[config.mk]
export PLATFORM = sky130hd
export DESIGN_NAME = wsmas_top
export DESIGN_NICKNAME = d
export VERILOG_FILES = /design/src/rtl/wsmas_pkg.sv /design/src/rtl/wsmas_word_adder.sv /design/src/rtl/wsmas_ctrl.sv /design/src/rtl/wsmas_top.sv
export SDC_FILE = /design/constraint.sdc
export NUM_CORES = 1
export LEC_CHECK = 0
export ABC_AREA = 1
export BUFFER_PORTS_ARGS = -buffer_cell sky130_fd_sc_hd__buf_2
export CORE_MARGIN = 2
export CORE_UTILIZATION = 50
export CTS_BUF_LIST = sky130_fd_sc_hd__clkbuf_8
export CTS_CLUSTER_DIAMETER = 50
export DETAILED_ROUTE_END_ITERATION = 12
export GPL_ROUTABILITY_DRIVEN = 0
export GPL_TIMING_DRIVEN = 0
export PLACE_DENSITY = 0.88
export REMOVE_ABC_BUFFERS = 1
export SYNTH_ARGS = -nofsm -noshare
export SYNTH_HDL_FRONTEND = slang
export SYNTH_HIERARCHICAL = 1
export SYNTH_SLANG_ARGS = --single-unit
[constraint.sdc]
create_clock -name clk -period 14.5 [get_ports clk]
set_clock_uncertainty 0.05 [all_clocks]
set_input_delay 0.725 -clock clk [delete_from_list [all_inputs] [get_ports clk]]
set_output_delay 0.725 -clock clk [all_outputs]
set_load 0.02 [all_outputs]
[src/rtl/wsmas_pkg.sv]
package wsmas_pkg;

    typedef enum logic [1:0] {
        ST_IDLE = 2'd0,
        ST_SUM  = 2'd1,
        ST_FIX  = 2'd2,
        ST_DONE = 2'd3
    } wsmas_state_e;

    typedef enum logic {
        OP_ADD = 1'b0,
        OP_SUB = 1'b1
    } wsmas_op_e;

endpackage

[src/rtl/wsmas_word_adder.sv]
module wsmas_word_adder #(
    parameter int W = 8
) (
    input  logic [W-1:0] a_i,
    input  logic [W-1:0] b_i,
    input  logic         cin_i,
    output logic [W-1:0] sum_o,
    output logic         cout_o
);

    logic [W:0] carry;

    assign carry[0] = cin_i;

    for (genvar g = 0; g < W; g++) begin : g_fa
        assign sum_o[g]     = a_i[g] ^ b_i[g] ^ carry[g];
        assign carry[g + 1] = (a_i[g] & b_i[g]) | (carry[g] & (a_i[g] ^ b_i[g]));
    end

    assign cout_o = carry[W];

endmodule

[src/rtl/wsmas_ctrl.sv]
module wsmas_ctrl
    import wsmas_pkg::*;
#(
    parameter int E  = 4,
    parameter int IW = $clog2(E + 1)
) (
    input  logic          clk,
    input  logic          rst_n,
    input  logic          start_i,
    input  logic          op_i,
    input  logic          need_fix_i,
    output logic          busy_o,
    output logic          done_o,
    output logic          fix_o,
    output logic          sub_o,
    output logic          first_o,
    output logic [IW-1:0] idx_o
);

    wsmas_state_e state_q, state_d;
    wsmas_op_e    op_q;
    logic [IW-1:0] idx_q;
    logic          last_word;
    logic          in_pass;

    assign last_word = (idx_q == IW'(E));
    assign in_pass   = (state_q == ST_SUM) || (state_q == ST_FIX);

    // State register, word index and latched operation
    always_ff @(posedge clk or negedge rst_n) begin
        if (!rst_n) begin
            state_q <= ST_IDLE;
            idx_q   <= '0;
            op_q    <= OP_ADD;
        end else begin
            state_q <= state_d;
            if (state_q == ST_IDLE && start_i) begin
                op_q <= wsmas_op_e'(op_i);
            end
            if (in_pass) begin
                idx_q <= last_word ? '0 : idx_q + IW'(1);
            end
        end
    end

    // Transitions
    always_comb begin
        state_d = state_q;
        unique case (state_q)
            ST_IDLE: if (start_i) state_d = ST_SUM;
            ST_SUM:  if (last_word) state_d = need_fix_i ? ST_FIX : ST_DONE;
            ST_FIX:  if (last_word) state_d = ST_DONE;
            ST_DONE: state_d = ST_IDLE;
        endcase
    end

    // Outputs
    always_comb begin
        busy_o  = 1'b0;
        done_o  = 1'b0;
        fix_o   = 1'b0;
        unique case (state_q)
            ST_IDLE: ;
            ST_SUM:  busy_o = 1'b1;
            ST_FIX:  begin busy_o = 1'b1; fix_o = 1'b1; end
            ST_DONE: done_o = 1'b1;
        endcase
        sub_o   = (op_q == OP_SUB);
        first_o = (idx_q == '0);
        idx_o   = idx_q;
    end

endmodule

[src/rtl/wsmas_top.sv]
module wsmas_top #(
    parameter int W = 8,
    parameter int E = 4
) (
    input  logic         clk,
    input  logic         rst_n,
    input  logic         start_i,
    input  logic         op_i,
    input  logic [E*W-1:0] x_i,
    input  logic [E*W-1:0] y_i,
    input  logic [E*W-1:0] m_i,
    output logic         busy_o,
    output logic         done_o,
    output logic [E*W-1:0] s_o
);

    localparam int IW = $clog2(E + 1);

    logic [W-1:0] x_a [0:E];
    logic [W-1:0] y_a [0:E];
    logic [W-1:0] m_a [0:E];
    logic [W-1:0] t_a [0:E];
    logic [W-1:0] t_q [0:E-1];
    logic [E*W-1:0] s_q;

    logic          fix, sub, first;
    logic [IW-1:0] word_idx;
    logic          ca_q, cb_q, co1, co2, cin1, cin2;
    logic [W-1:0]  a1, b1, r1, b2, r2;

    // Operand words, with a zero sign word above the top
    for (genvar g = 0; g < E; g++) begin : g_words
        assign x_a[g] = x_i[g*W +: W];
        assign y_a[g] = y_i[g*W +: W];
        assign m_a[g] = m_i[g*W +: W];
        assign t_a[g] = t_q[g];
    end
    assign x_a[E] = '0;
    assign y_a[E] = '0;
    assign m_a[E] = '0;
    assign t_a[E] = '0;

    wsmas_ctrl #(.E(E), .IW(IW)) u_ctrl (
        .clk        (clk),
        .rst_n      (rst_n),
        .start_i    (start_i),
        .op_i       (op_i),
        .need_fix_i (r2[W-1]),
        .busy_o     (busy_o),
        .done_o     (done_o),
        .fix_o      (fix),
        .sub_o      (sub),
        .first_o    (first),
        .idx_o      (word_idx)
    );

    // Row one: operand sum or difference, pass-through of T when fixing
    assign a1   = fix ? t_a[word_idx] : x_a[word_idx];
    assign b1   = fix ? '0 : (sub ? ~y_a[word_idx] : y_a[word_idx]);
    assign cin1 = first ? (!fix && sub) : ca_q;

    // Row two: modulus term (minus m in an add sum pass, plus m in a sub fix pass)
    assign b2   = fix ? (sub ? m_a[word_idx] : '0)
                      : (sub ? '0 : ~m_a[word_idx]);
    assign cin2 = first ? (!fix && !sub) : cb_q;

    wsmas_word_adder #(.W(W)) u_row1 (
        .a_i(a1), .b_i(b1), .cin_i(cin1), .sum_o(r1), .cout_o(co1)
    );

    wsmas_word_adder #(.W(W)) u_row2 (
        .a_i(r1), .b_i(b2), .cin_i(cin2), .sum_o(r2), .cout_o(co2)
    );

    always_ff @(posedge clk or negedge rst_n) begin
        if (!rst_n) begin
            ca_q <= 1'b0;
            cb_q <= 1'b0;
            s_q  <= '0;
            for (int k = 0; k < E; k++) t_q[k] <= '0;
        end else if (busy_o) begin
            ca_q <= co1;
            cb_q <= co2;
            for (int k = 0; k < E; k++) begin
                if (word_idx == IW'(k)) begin
                    if (!fix) t_q[k] <= r1;
                    s_q[k*W +: W] <= r2;
                end
            end
        end
    end

    assign s_o = s_q;

endmodule

# [Yosys cells after proc, flatten, opt, wreduce, memory -nomap -nowiden]
# Index checks and enable logic that the tools add are counted.
[classes] addsub=1 n_eq_ne=10 n_mux=29 n_reduce_logical=18 order_cmp=1 bitwise_logic=84
[ops] op="8-bit two-way mux" count=14
[ops] op="8-bit binary-select mux with 3-bit select" count=4
[ops] op="1-bit AND" count=32
[ops] op="1-bit XOR" count=32
[ops] op="8-bit inverter" count=2
[ops] op="1-bit bitwise OR" count=16
[ops] op="3-bit AND reduction" count=5
[ops] op="2-bit case mux with 4 select lines" count=1
[ops] op="2-bit AND reduction" count=4
[ops] op="3-bit by 2-bit equality test with 1-bit output (second input constant)" count=2
[ops] op="1-bit two-way mux" count=6
[ops] op="2-bit two-way mux" count=3
[ops] op="2-bit equality test (second input constant)" count=2
[ops] op="4-bit greater-or-equal comparator (second input constant)" count=1
[ops] op="2-bit by 1-bit inequality test with 1-bit output (second input constant)" count=2
[ops] op="3-bit inverter with 4-bit output" count=1
[ops] op="3-bit by 1-bit adder with 3-bit output (second input constant)" count=1
[ops] op="3-bit by 1-bit equality test with 1-bit output (second input constant)" count=1
[ops] op="3-bit equality test (second input constant)" count=1
[ops] op="1-bit logical AND" count=3
[ops] op="3-bit zero test" count=1
[ops] op="3-bit two-way mux" count=1
[ops] op="2-bit by 1-bit equality test with 1-bit output (second input constant)" count=1
[ops] op="1-bit zero test" count=2
[ops] op="other kinds (5)" count=5
[totals] ff_bits=72 output_inout_bits=34 inputBits=100

# [Longest topological paths before layout]
# Gate-level depths: netlist of run 1.
[depth] depth_word=28 ltp_mapped=31 depth_no_buf=29

# [Hierarchy]
# The synthesis of run 1 kept the hierarchy.
[modules_own_cells] mod="wsmas_top" instances=1 cells_per_inst=584 area_each_um2=3906.2
[modules_own_cells] mod="wsmas_ctrl" instances=1 cells_per_inst=50 area_each_um2=401.6
[modules_own_cells] mod="wsmas_word_adder" instances=2 cells_per_inst=18 area_each_um2=197.7

# [Worst setup path after synthesis of run 1]
# OpenSTA, ideal clock, no wires.
[synth_timing] path_kind="reg2reg" from="reg u_ctrl.state_q[0]" to="reg u_ctrl.state_q[0]" path_stages_with_launch=26 arrival_time_ns=5.292 path_buffers=2 path_slack_ns=9.041 cell_sequence="dfrtp_1 -> inv_1 -> ha_1 -> inv_1 -> buf_2 -> clkbuf_1 -> nand2_1 -> nor2_1 -> fa_1 -> inv_1 -> fa_1 -> inv_1 -> fa_1 -> fa_1 -> fa_1 -> fa_1 -> fa_1 -> fa_1 -> inv_1 -> fa_1 -> inv_1 -> inv_1 -> nand3_1 -> nand3_1 -> nand2_1 -> nand2_1"
[synth_via] word_cells_on_any_way=87 cone_classes="6 x eq/ne; 9 x mux; 67 x bitwise; 5 x reduce/logical"
[synth_lines] element="from (decl)" line_no="wsmas_ctrl.sv:20" rtl="wsmas_state_e state_q, state_d;"
[synth_lines] element="from (signal assigned)" line_no="wsmas_ctrl.sv:36" rtl="state_q <= state_d;"
[synth_lines] element="2-bit equality test (*)" line_no="wsmas_ctrl.sv:62" rtl="unique case (state_q)"
[synth_lines] element="1-bit two-way mux (*)" line_no="wsmas_ctrl.sv:62"
[synth_lines] element="via fix" line_no="wsmas_top.sv:26" rtl="logic fix, sub, first;"
[synth_lines] element="8-bit two-way mux (*)" line_no="wsmas_top.sv:59" rtl="assign b1 = fix ? '0 : (sub ? ~y_a[word_idx] : y_a[word_idx]);"
[synth_lines] element="via b1[0]" line_no="wsmas_top.sv:29" rtl="logic [W-1:0] a1, b1, r1, b2, r2;"
[synth_lines] element="1-bit XOR" line_no="wsmas_word_adder.sv:17" rtl="assign carry[g + 1] = (a_i[g] & b_i[g]) | (carry[g] & (a_i[g] ^ b_i[g]));"
[synth_lines] element="1-bit AND" line_no="wsmas_word_adder.sv:17"
[synth_lines] element="1-bit bitwise OR (*)" line_no="wsmas_word_adder.sv:17"
[synth_lines] element="(+3 left out)"
[synth_lines] element="via r1[2]" line_no="wsmas_top.sv:29"
[synth_lines] element="(+8 left out)"
[synth_lines] element="1-bit bitwise OR (*)" line_no="wsmas_word_adder.sv:17"
[synth_lines] element="1-bit AND (*)" line_no="wsmas_word_adder.sv:17"
[synth_lines] element="1-bit bitwise OR (*)" line_no="wsmas_word_adder.sv:17"
[synth_lines] element="1-bit XOR (*)" line_no="wsmas_word_adder.sv:16" rtl="assign sum_o[g] = a_i[g] ^ b_i[g] ^ carry[g];"
[synth_lines] element="via r2[7]" line_no="wsmas_top.sv:29"
[synth_lines] element="1-bit two-way mux (*)" line_no="wsmas_ctrl.sv:51" rtl="ST_SUM: if (last_word) state_d = need_fix_i ? ST_FIX : ST_DONE;"
[synth_lines] element="2-bit two-way mux (*)" line_no="wsmas_ctrl.sv:51"
[synth_lines] element="2-bit case mux with 4 select lines (*)" line_no="wsmas_ctrl.sv:49" rtl="unique case (state_q)"
# Mark *: on every way through the listed nets, which the timed path passes. The rest lies on a longest branch. The select of a mux whose other input is x is not followed.
# A chain may end at the register's enable or synchronous reset.

# [Worst setup path in the final report of run 1]
[layout_timing] from="reg u_ctrl.idx_q[0], in the netlist u_ctrl/idx_o[0]" to="reg u_ctrl.state_q[0]"
[layout_via] word_cells_on_any_way=98 cone_classes="3 x eq/ne; 23 x mux; 70 x bitwise; 2 x reduce/logical"
[layout_lines] element="from (decl)" line_no="wsmas_ctrl.sv:22" rtl="logic [IW-1:0] idx_q;"
[layout_lines] element="from (signal assigned)" line_no="wsmas_ctrl.sv:41" rtl="idx_q <= last_word ? '0 : idx_q + IW'(1);"
[layout_lines] element="3-bit inverter with 4-bit output (implied by the code) (*)" line_no="wsmas_top.sv:58" rtl="assign a1 = fix ? t_a[word_idx] : x_a[word_idx];"
[layout_lines] element="8-bit binary-select mux with 3-bit select" line_no="wsmas_top.sv:58"
[layout_lines] element="8-bit two-way mux (implied by the code) (2 in series)" line_no="wsmas_top.sv:58"
[layout_lines] element="8-bit two-way mux (*)" line_no="wsmas_top.sv:58"
[layout_lines] element="via a1[0]" line_no="wsmas_top.sv:29"
[layout_lines] element="1-bit XOR" line_no="wsmas_word_adder.sv:17"
[layout_lines] element="1-bit AND" line_no="wsmas_word_adder.sv:17"
[layout_lines] element="1-bit bitwise OR (*)" line_no="wsmas_word_adder.sv:17"
[layout_lines] element="(+3 left out)"
[layout_lines] element="via r1[2]" line_no="wsmas_top.sv:29"
[layout_lines] element="(+8 left out)"
[layout_lines] element="1-bit bitwise OR (*)" line_no="wsmas_word_adder.sv:17"
[layout_lines] element="1-bit AND (*)" line_no="wsmas_word_adder.sv:17"
[layout_lines] element="1-bit bitwise OR (*)" line_no="wsmas_word_adder.sv:17"
[layout_lines] element="1-bit XOR (*)" line_no="wsmas_word_adder.sv:16"
[layout_lines] element="via r2[7]" line_no="wsmas_top.sv:29"
[layout_lines] element="1-bit two-way mux (*)" line_no="wsmas_ctrl.sv:51"
[layout_lines] element="2-bit two-way mux (*)" line_no="wsmas_ctrl.sv:51"
[layout_lines] element="2-bit case mux with 4 select lines (*)" line_no="wsmas_ctrl.sv:49"
# Marks and branches as above.

==> results.py, run 1 <==
metrics = {
    "logic_synthesis": {
        "syn_area_um2": 4700,
        "yosysWarnings": 6,
        "synthesis.instances": 670,
        "yosys.area.top_type": "dfrtp_1",
        "synth.area.top_cells": "dfrtp_1 38%, nand2_1 25%, fa_1 6.8%, o21ai_0 5.4%, inv_1 4.9%",
        "ys_types": 27,
        "yosys.area.top_type_share": 0.383,
        "synth_seq_area_share": 0.383,
        "ys_ff_latch": 72,
        "synth.avg_cell_area_um2": 7.02,
    },
    "floorplan": {
        "core_area_um2": 9200,
        "die_area_um2": 10200,
        "fp-row-count": 35,
        "die_h_um": 101,
        "die_w_um": 101,
        "initial_core_util": 0.511,
        "io_pins": 134,
    },
    "worst_hold_path": {
        "hold_class": "input port to asynchronous set/reset pin",
    },
    "clock_tree": {
        "clk_path_buf_depth": 2,
        "cts_root_buffer": "clkbuf_8",
        "cts_tree": "yes",
        "post-cts-setup-buffer-count": 0,
        "clk_pin_slew_ns": 0.08,
        "clock_sinks": 72,
        "h-tree-depth": 3,
        "cts_buffers": 9,
        "holdBufCountCts": 0,
        "clkLatencyLatePin_ns": 0.35,
        "cts_resized": 0,
    },
    "placed_design": {
        "pre_cts_ws_ns": 7.86,
        "portBuffers": 133,
        "hpwl_mm": 8.07,
        "dpl_cell_area_um2": 5350,
        "dp.cells": 885,
    },
    "setup_path": {
        "critPathLaunchType": "flip-flop",
        "cp_cell_sequence": "inv_2 -> nor2_8 -> nand2_1 -> nand4_1 -> nand3_1 -> nand2_1 -> fa_1 -> inv_1 -> fa_1 -> inv_1 -> fa_1 -> fa_1 -> fa_1 -> fa_1 -> fa_1 -> fa_1 -> inv_1 -> fa_1 -> inv_1 -> inv_1 -> nand3_1 -> nand3_1 -> nand2_1 -> nand2_1",
        "end_kind": "flip-flop",
        "crit_slowest_cell": "dfrtp_1",
        "reg2reg_setup_slack_ns": 7.85,
        "crit_path_frequent_cell": "fa_1",
        "worstSetupPathType": "flip-flop to flip-flop",
        "reg2reg_depth": 24,
        "r2r_start": "u_ctrl/idx_o[0]",
        "crit_fanout": 30,
        "worstPathRequired_ns": 14.69,
        "r2r-end": "u_ctrl/state_q[0]",
        "cp.arrival_ns": 6.84,
        "max_stage_delay_ns": 1.13,
    },
    "global_routing": {
        "antenna_found_initial": 0,
        "grt_pass1_vias": 4096,
        "grt.total_usage": 0.231,
        "grt-ovfl-total": 0,
        "grt_pass1_wl_mm": 18.7,
        "grt_max_degree": 73,
    },
    "final_layout": {
        "fin_area_um2": 5580,
        "instances_no_fill": 901,
        "drive_above_1_share": 0.211,
        "layout_commonest_cell": "nand2_1",
        "antenna_cells": 0,
        "final_nets": 908,
        "final_cell_mix": "318 x nand2_1, 132 x buf_2, 72 x dfrtp_1, 61 x inv_1, 51 x o21ai_0",
        "area_delta_synth_final_pct": 18.6,
    },
    "routing": {
        "via_per_inst": 5.02,
        "drc": 0,
        "postRouteAntennaNets": 0,
        "dr.first_iter.drc_count": 285,
        "wl_mm": 11.3,
        "vias": 4527,
        "first_pass_iters": 5,
        "wl_per_cell_um": 12.6,
    },
    "sta": {
        "setup_viol": 0,
        "worst_pin_slew_ns": 1.18,
        "fin_crit_ns": 6.65,
        "finalCritPeriodShare": 0.459,
        "relSlewSlack": 0.213,
        "setup_tns_ns": 0,
        "drv_slew": 0,
        "layout_setup_ws_ns": 7.85,
        "finalHoldViolCount": 0,
        "max_clock_freq_ghz": 0.150,
        "rsz0062_at_grt": "false",
    },
    "outcome": {
        "outcome": "finished clean",
    },
    "flow_run": {
        "max_cap_violations": 0,
    },
}
## synthesized netlist by cell type, drive strengths merged
master  instances
nor2           22
ha              7
nand3          42
nand4          16
inv            66
buf            22
dfrtp          72
clkinv          1
o21ai          70
fa             16
nand2         322
a21oi           4
clkbuf          7
or2             1
a31oi           2
## layer usage
layer | global-route usage | vias to the layer above | routed length (um)
li1 | - | 2318 | -
met1 | 0.310 | 2025 | 4940
met2 | 0.393 | 176 | 5460
met3 | 0.0319 | 8 | 803
met4 | 0.0665 | 0 | 110
met5 | 0 | - | 0
## flip-flops by register name, indices dropped and copies added, names as in the netlist
register	flops
u_ctrl/idx_o	3
s_o	32
cb_q	1
u_ctrl/state_q	2
ca_q	1
t_a	32
u_ctrl/sub_o	1
## worst max-delay path: cells and delay by family (launching register included)
kind / cells / cell delay [ns]
fa+ha+maj: 9 / 3.46
flops: 1 / 1.13
simple gates: 9 / 1.05
buf+inv: 6 / 0.85
## worst max-delay path by stage
stage	start	endpoint	depth (start not counted)
finish	u_ctrl/idx_o[0]	u_ctrl/state_q[0]	24
global route	u_ctrl/idx_o[0]	u_ctrl/state_q[0]	24
CTS	u_ctrl/idx_o[0]	u_ctrl/state_q[0]	24
detailed placement	u_ctrl/idx_o[0]	u_ctrl/state_q[0]	24
global placement	u_ctrl/idx_o[0]	u_ctrl/state_q[0]	24
floorplan	u_ctrl/idx_o[0]	u_ctrl/state_q[0]	24
## per-stage QoR
stage / util / hold WS [ns]
after global routing: 0.607 / 0.466
after CTS: 0.607 / 0.439
after global placement: 0.582 / 0.409
final: 0.607 / 0.434
after detailed placement: 0.582 / 0.419
after floorplan: - / 0.379
## final cells by class
cell class | count | area, um^2
fill | 871 | 3620
multi-input combinational | 502 | 2490
sequential | 72 | 1800
timing repair buffer | 133 | 668
inverter | 67 | 256
tap | 111 | 139
clock buffer | 9 | 124
clock inverter | 7 | 103
## cell families (layout without fill, tap and decap cells)
| group | count (synthesis) | count (layout) | synth area share |
|---|---|---|---|
| flops | 72 | 72 | 0.383 |
| buf+inv | 96 | 216 | 0.0883 |
| fa+ha+maj | 23 | 23 | 0.0867 |
| simple gates | 403 | 403 | 0.360 |
| compound gates | 76 | 76 | 0.0814 |
Power of run 1 is left out: the tool's default activity adds up to more than one toggle a clock period on the data nets, which glitch-free logic cannot reach.
==> inputs of run 2 (changes only) <==
clock period = 7 ns   (was 14.5 ns; I/O delays follow)
==> run 2 against run 1 <==
Routed wire length did not move; sequential share of layout area barely moved; fmax rose by 6.4%; die area did not move; critical path depth fell by 1; flip-flop and latch count did not move; worst hold slack got worse by 0.37 ns; critical path type unchanged.
==> results.py, run 2 (synthesis gave the netlist of run 1 again) <==
metrics = {
    "floorplan": {
        "io_pins": 134,
        "die_w_um": 101,
        "die_area_um2": 10200,
        "fp-row-count": 35,
        "die_h_um": 101,
        "core_area_um2": 9200,
        "initial_core_util": 0.511,
    },
    "sta": {
        "setup_viol": 0,
        "rsz0062_at_grt": "false",
        "drv_slew": 0,
        "worst_pin_slew_ns": 0.884,
        "finalHoldViolCount": 0,
        "max_clock_freq_ghz": 0.160,
        "setup_tns_ns": 0,
        "fin_crit_ns": 6.25,
        "relSlewSlack": 0.411,
        "finalCritPeriodShare": 0.893,
    },
    "placed_design": {
        "hpwl_mm": 8.07,
        "portBuffers": 133,
        "dp.cells": 885,
    },
    "flow_run": {
        "max_cap_violations": 0,
    },
    "setup_path": {
        "crit_path_frequent_cell": "fa_1",
        "worstSetupPathType": "flip-flop to flip-flop",
        "critPathLaunchType": "flip-flop",
        "max_stage_delay_ns": 0.52,
        "cp.arrival_ns": 6.44,
        "cp_cell_sequence": "inv_1 -> ha_1 -> inv_1 -> nand3_1 -> nand2_1 -> fa_1 -> inv_1 -> fa_1 -> inv_1 -> fa_1 -> fa_1 -> fa_1 -> fa_1 -> fa_1 -> fa_1 -> inv_1 -> fa_1 -> inv_1 -> inv_1 -> nand3_1 -> nand3_1 -> nand2_1 -> nand2_1",
        "crit_slowest_cell": "fa_1",
        "crit_fanout": 21,
        "worstPathRequired_ns": 7.19,
        "end_kind": "flip-flop",
        "crit_start": "u_ctrl/state_q[0]",
        "r2r_start": "u_ctrl/state_q[0]",
    },
    "clock_tree": {
        "holdBufCountCts": 0,
        "post-cts-setup-buffer-count": 0,
        "cts_resized": 0,
        "clkLatencyLatePin_ns": 0.35,
        "cts_root_buffer": "clkbuf_8",
        "clk_path_buf_depth": 2,
        "cts_buffers": 9,
        "cts_tree": "yes",
        "clk_pin_slew_ns": 0.08,
        "h-tree-depth": 3,
        "clock_sinks": 72,
    },
    "routing": {
        "drc": 0,
        "first_pass_iters": 5,
        "dr.first_iter.drc_count": 285,
        "wl_mm": 11.3,
        "via_per_inst": 5.02,
        "vias": 4527,
        "postRouteAntennaNets": 0,
        "wl_per_cell_um": 12.6,
    },
    "final_layout": {
        "area_delta_synth_final_pct": 18.6,
        "layout_commonest_cell": "nand2_1",
        "antenna_cells": 0,
        "final_nets": 908,
        "instances_no_fill": 901,
        "drive_above_1_share": 0.213,
        "final_cell_mix": "318 x nand2_1, 132 x buf_2, 71 x dfrtp_1, 61 x inv_1, 51 x o21ai_0",
        "final_util": 0.607,
    },
    "global_routing": {
        "grt_pass1_wl_mm": 18.7,
        "grt.total_usage": 0.231,
        "grt-ovfl-total": 0,
        "grt_pass1_vias": 4096,
        "grt_max_degree": 73,
        "antenna_found_initial": 0,
    },
    "outcome": {
        "outcome": "finished clean",
    },
    "worst_hold_path": {
        "hold_class": "input port to asynchronous set/reset pin",
    },
}
run 2: critical path, delay by kind of cell, from the launching register on:
family	cells	cell delay, ns
and+or+nand+nor	6	0.58
adders and majority gates	10	4.05
buffers and inverters	7	1.03
DFF	1	0.44
run 2: worst paths after layout:
path	endpoint	slack, ns	cells past startpoint
max reg2reg	u_ctrl/state_q[0]	0.75	23
min reg2reg	s_o[18]	0.43	2
max in group asynchronous	u_ctrl/idx_o[0]	6.21	1
min in group clk	u_ctrl/sub_o	0.18	2
min	t_a[11]	0.06	1
max	u_ctrl/state_q[0]	0.75	23
run 2: routing by layer:
metal,vias to the layer above,part of all wire,track usage,wire length (um)
met5,-,0,0,0
met1,2025,0.44,0.310,4940
li1,2318,-,-,-
met3,8,0.071,0.0319,803
met2,176,0.48,0.393,5460
met4,0,0.0097,0.0665,110
run 2: layout make-up:
class                   count  area (um^2)
clock inverters             7          103
well taps                 111          139
repair buffers            133          668
multi-input cells         502         2490
inverters                  67          256
fillers                   871         3620
clock buffers               9          124
flip-flops and latches     72         1800
run 2: per-stage QoR:
step                      cell area (um^2)  worst slack (ns)  hold slack, ns
after floorplan                       4540              1.22         0.00441
after global placement                5350             0.460           0.409
after detailed placement              5350             0.362           0.419
after CTS                             5580             0.364          0.0982
after global routing                  5580             0.383           0.135
final                                 5580             0.752          0.0597
Power of run 2 is left out for the same reason.
==> inputs of run 3 (changes only) <==
CORE_ASPECT_RATIO = 0.75   (was unset)
==> run 3 against run 2 <==
Fmax shrank 1.6%; via count grew 2.0%; critical endpoint unchanged; worst hold slack gained 0.0091 ns; critical path depth grew 1.
==> results.py, run 3 (synthesis gave the netlist of run 1 again) <==
metrics = {
    "global_routing": {
        "grt_max_degree": 73,
        "use_met3": 0.0554,
        "grt_pass1_wl_mm": 19.8,
        "antenna_found_initial": 0,
        "busiest_layer": "met2",
        "grt.total_usage": 0.247,
        "met2_usage": 0.409,
        "grt-ovfl-total": 0,
        "met1_usage": 0.338,
        "grt_pass1_vias": 4349,
    },
    "flow_run": {
        "max_cap_violations": 0,
    },
    "sta": {
        "setup_viol": 0,
        "relSlewSlack": 0.411,
        "layout_setup_ws_ns": 0.651,
        "fin_crit_ns": 6.35,
        "rsz0062_at_grt": "false",
        "setup_tns_ns": 0,
        "whs_ns": 0.0688,
        "finalHoldViolCount": 0,
        "worst_pin_slew_ns": 0.884,
        "finalCritPeriodShare": 0.907,
        "max_clock_freq_ghz": 0.158,
        "drv_slew": 0,
    },
    "final_layout": {
        "final_nets": 908,
        "final_util": 0.617,
        "antenna_cells": 0,
        "layout_commonest_cell": "nand2_1",
        "drive_above_1_share": 0.213,
        "final_cell_mix": "318 x nand2_1, 132 x buf_2, 71 x dfrtp_1, 61 x inv_1, 51 x o21ai_0",
        "area_delta_synth_final_pct": 19.1,
    },
    "setup_path": {
        "critPathLaunchType": "flip-flop",
        "crit_fanout": 26,
        "r2r_start": "u_ctrl/idx_o[1]",
        "reg2reg_depth": 24,
        "worstSetupPathType": "flip-flop to flip-flop",
        "end_kind": "flip-flop",
        "worstPathRequired_ns": 7.19,
        "r2r-end": "u_ctrl/state_q[0]",
        "cp.arrival_ns": 6.54,
        "reg2reg_setup_slack_ns": 0.65,
    },
    "placed_design": {
        "pre_cts_ws_ns": 0.422,
        "hpwl_mm": 8.58,
        "portBuffers": 133,
    },
    "clock_tree": {
        "clk_pin_slew_ns": 0.08,
        "holdBufCountCts": 0,
        "post-cts-setup-buffer-count": 0,
        "cts_tree": "yes",
        "clock_sinks": 72,
        "cts_buffers": 9,
        "h-tree-depth": 3,
        "clkLatencyLatePin_ns": 0.34,
        "cts_root_buffer": "clkbuf_8",
        "clk_path_buf_depth": 2,
    },
    "floorplan": {
        "io_pins": 134,
        "die_h_um": 88.0,
        "die_area_um2": 10200,
        "initial_core_util": 0.518,
        "die_w_um": 116,
        "core_area_um2": 9080,
        "fp-row-count": 30,
    },
    "routing": {
        "wl_per_cell_um": 12.8,
        "wl_mm": 11.8,
        "first_pass_iters": 5,
        "vias": 4619,
        "drc": 0,
        "postRouteAntennaNets": 0,
        "via_per_inst": 5.03,
        "dr.first_iter.drc_count": 286,
    },
    "outcome": {
        "outcome": "finished clean",
    },
    "worst_hold_path": {
        "hold_class": "input port to asynchronous set/reset pin",
    },
}
[run 3: changes by cell type in the layout (fill, tap and decap cells not counted)]
cell,delta
clkinv_4,-2
clkinv_2,+1
clkbuf_8,+1
[run 3: worst max-delay path by stage]
stage | start | end | slack [ns] | depth (start not counted)
2_1_floorplan | u_ctrl/idx_o[0] | u_ctrl/state_q[0] | 1.22 | 24
3_3_place_gp | u_ctrl/idx_o[0] | u_ctrl/state_q[0] | 0.52 | 24
3_5_place_dp | u_ctrl/idx_o[0] | u_ctrl/state_q[0] | 0.42 | 24
4_1_cts | u_ctrl/idx_o[0] | u_ctrl/state_q[0] | 0.33 | 24
5_1_grt | u_ctrl/idx_o[1] | u_ctrl/state_q[0] | 0.26 | 24
6_report | u_ctrl/idx_o[1] | u_ctrl/state_q[0] | 0.65 | 24
[run 3: through the flow]
step                instances  instance area, um^2
detailed placement        902                 5370
global placement          902                 5370
floorplan                 641                 4540
CTS                       918                 5600
finish                    918                 5600
global route              918                 5600
[run 3: layout make-up]
class | count | area, um^2
Clock buffer | 10 | 138
Clock inverter | 6 | 90.1
Fill cell | 827 | 3480
Inverter | 67 | 256
Multi-Input combinational cell | 502 | 2490
Sequential cell | 72 | 1800
Tap cell | 128 | 160
Timing Repair Buffer | 133 | 668
[run 3: what timing repair did]
item                                    CTS  global route
endpoints found under the setup margin    0             5
gates resized for setup                   0             1
endpoints found under the hold margin     0             0
[run 3: critical path, stage by stage, from the launching register on]
cell and delay, ns:
dfrtp_1 0.83, inv_2 0.33, nor2_8 0.43, nand2_1 0.10, nand4_1 0.10, nand3_1 0.09, nand2_1 0.13, fa_1 0.18
inv_1 0.06, fa_1 0.35, inv_1 0.08, fa_1 0.52, fa_1 0.48, fa_1 0.39, fa_1 0.39, fa_1 0.39
fa_1 0.39, inv_1 0.08, fa_1 0.42, inv_1 0.11, inv_1 0.05, nand3_1 0.07, nand3_1 0.08, nand2_1 0.07
nand2_1 0.04
[run 3: metal layers]
metal	vias to the layer above	part of all wire
met1	2153	0.46
met2	127	0.47
met5	-	0
met4	0	0.013
li1	2321	-
met3	18	0.058
Power of run 3 is left out for the same reason.
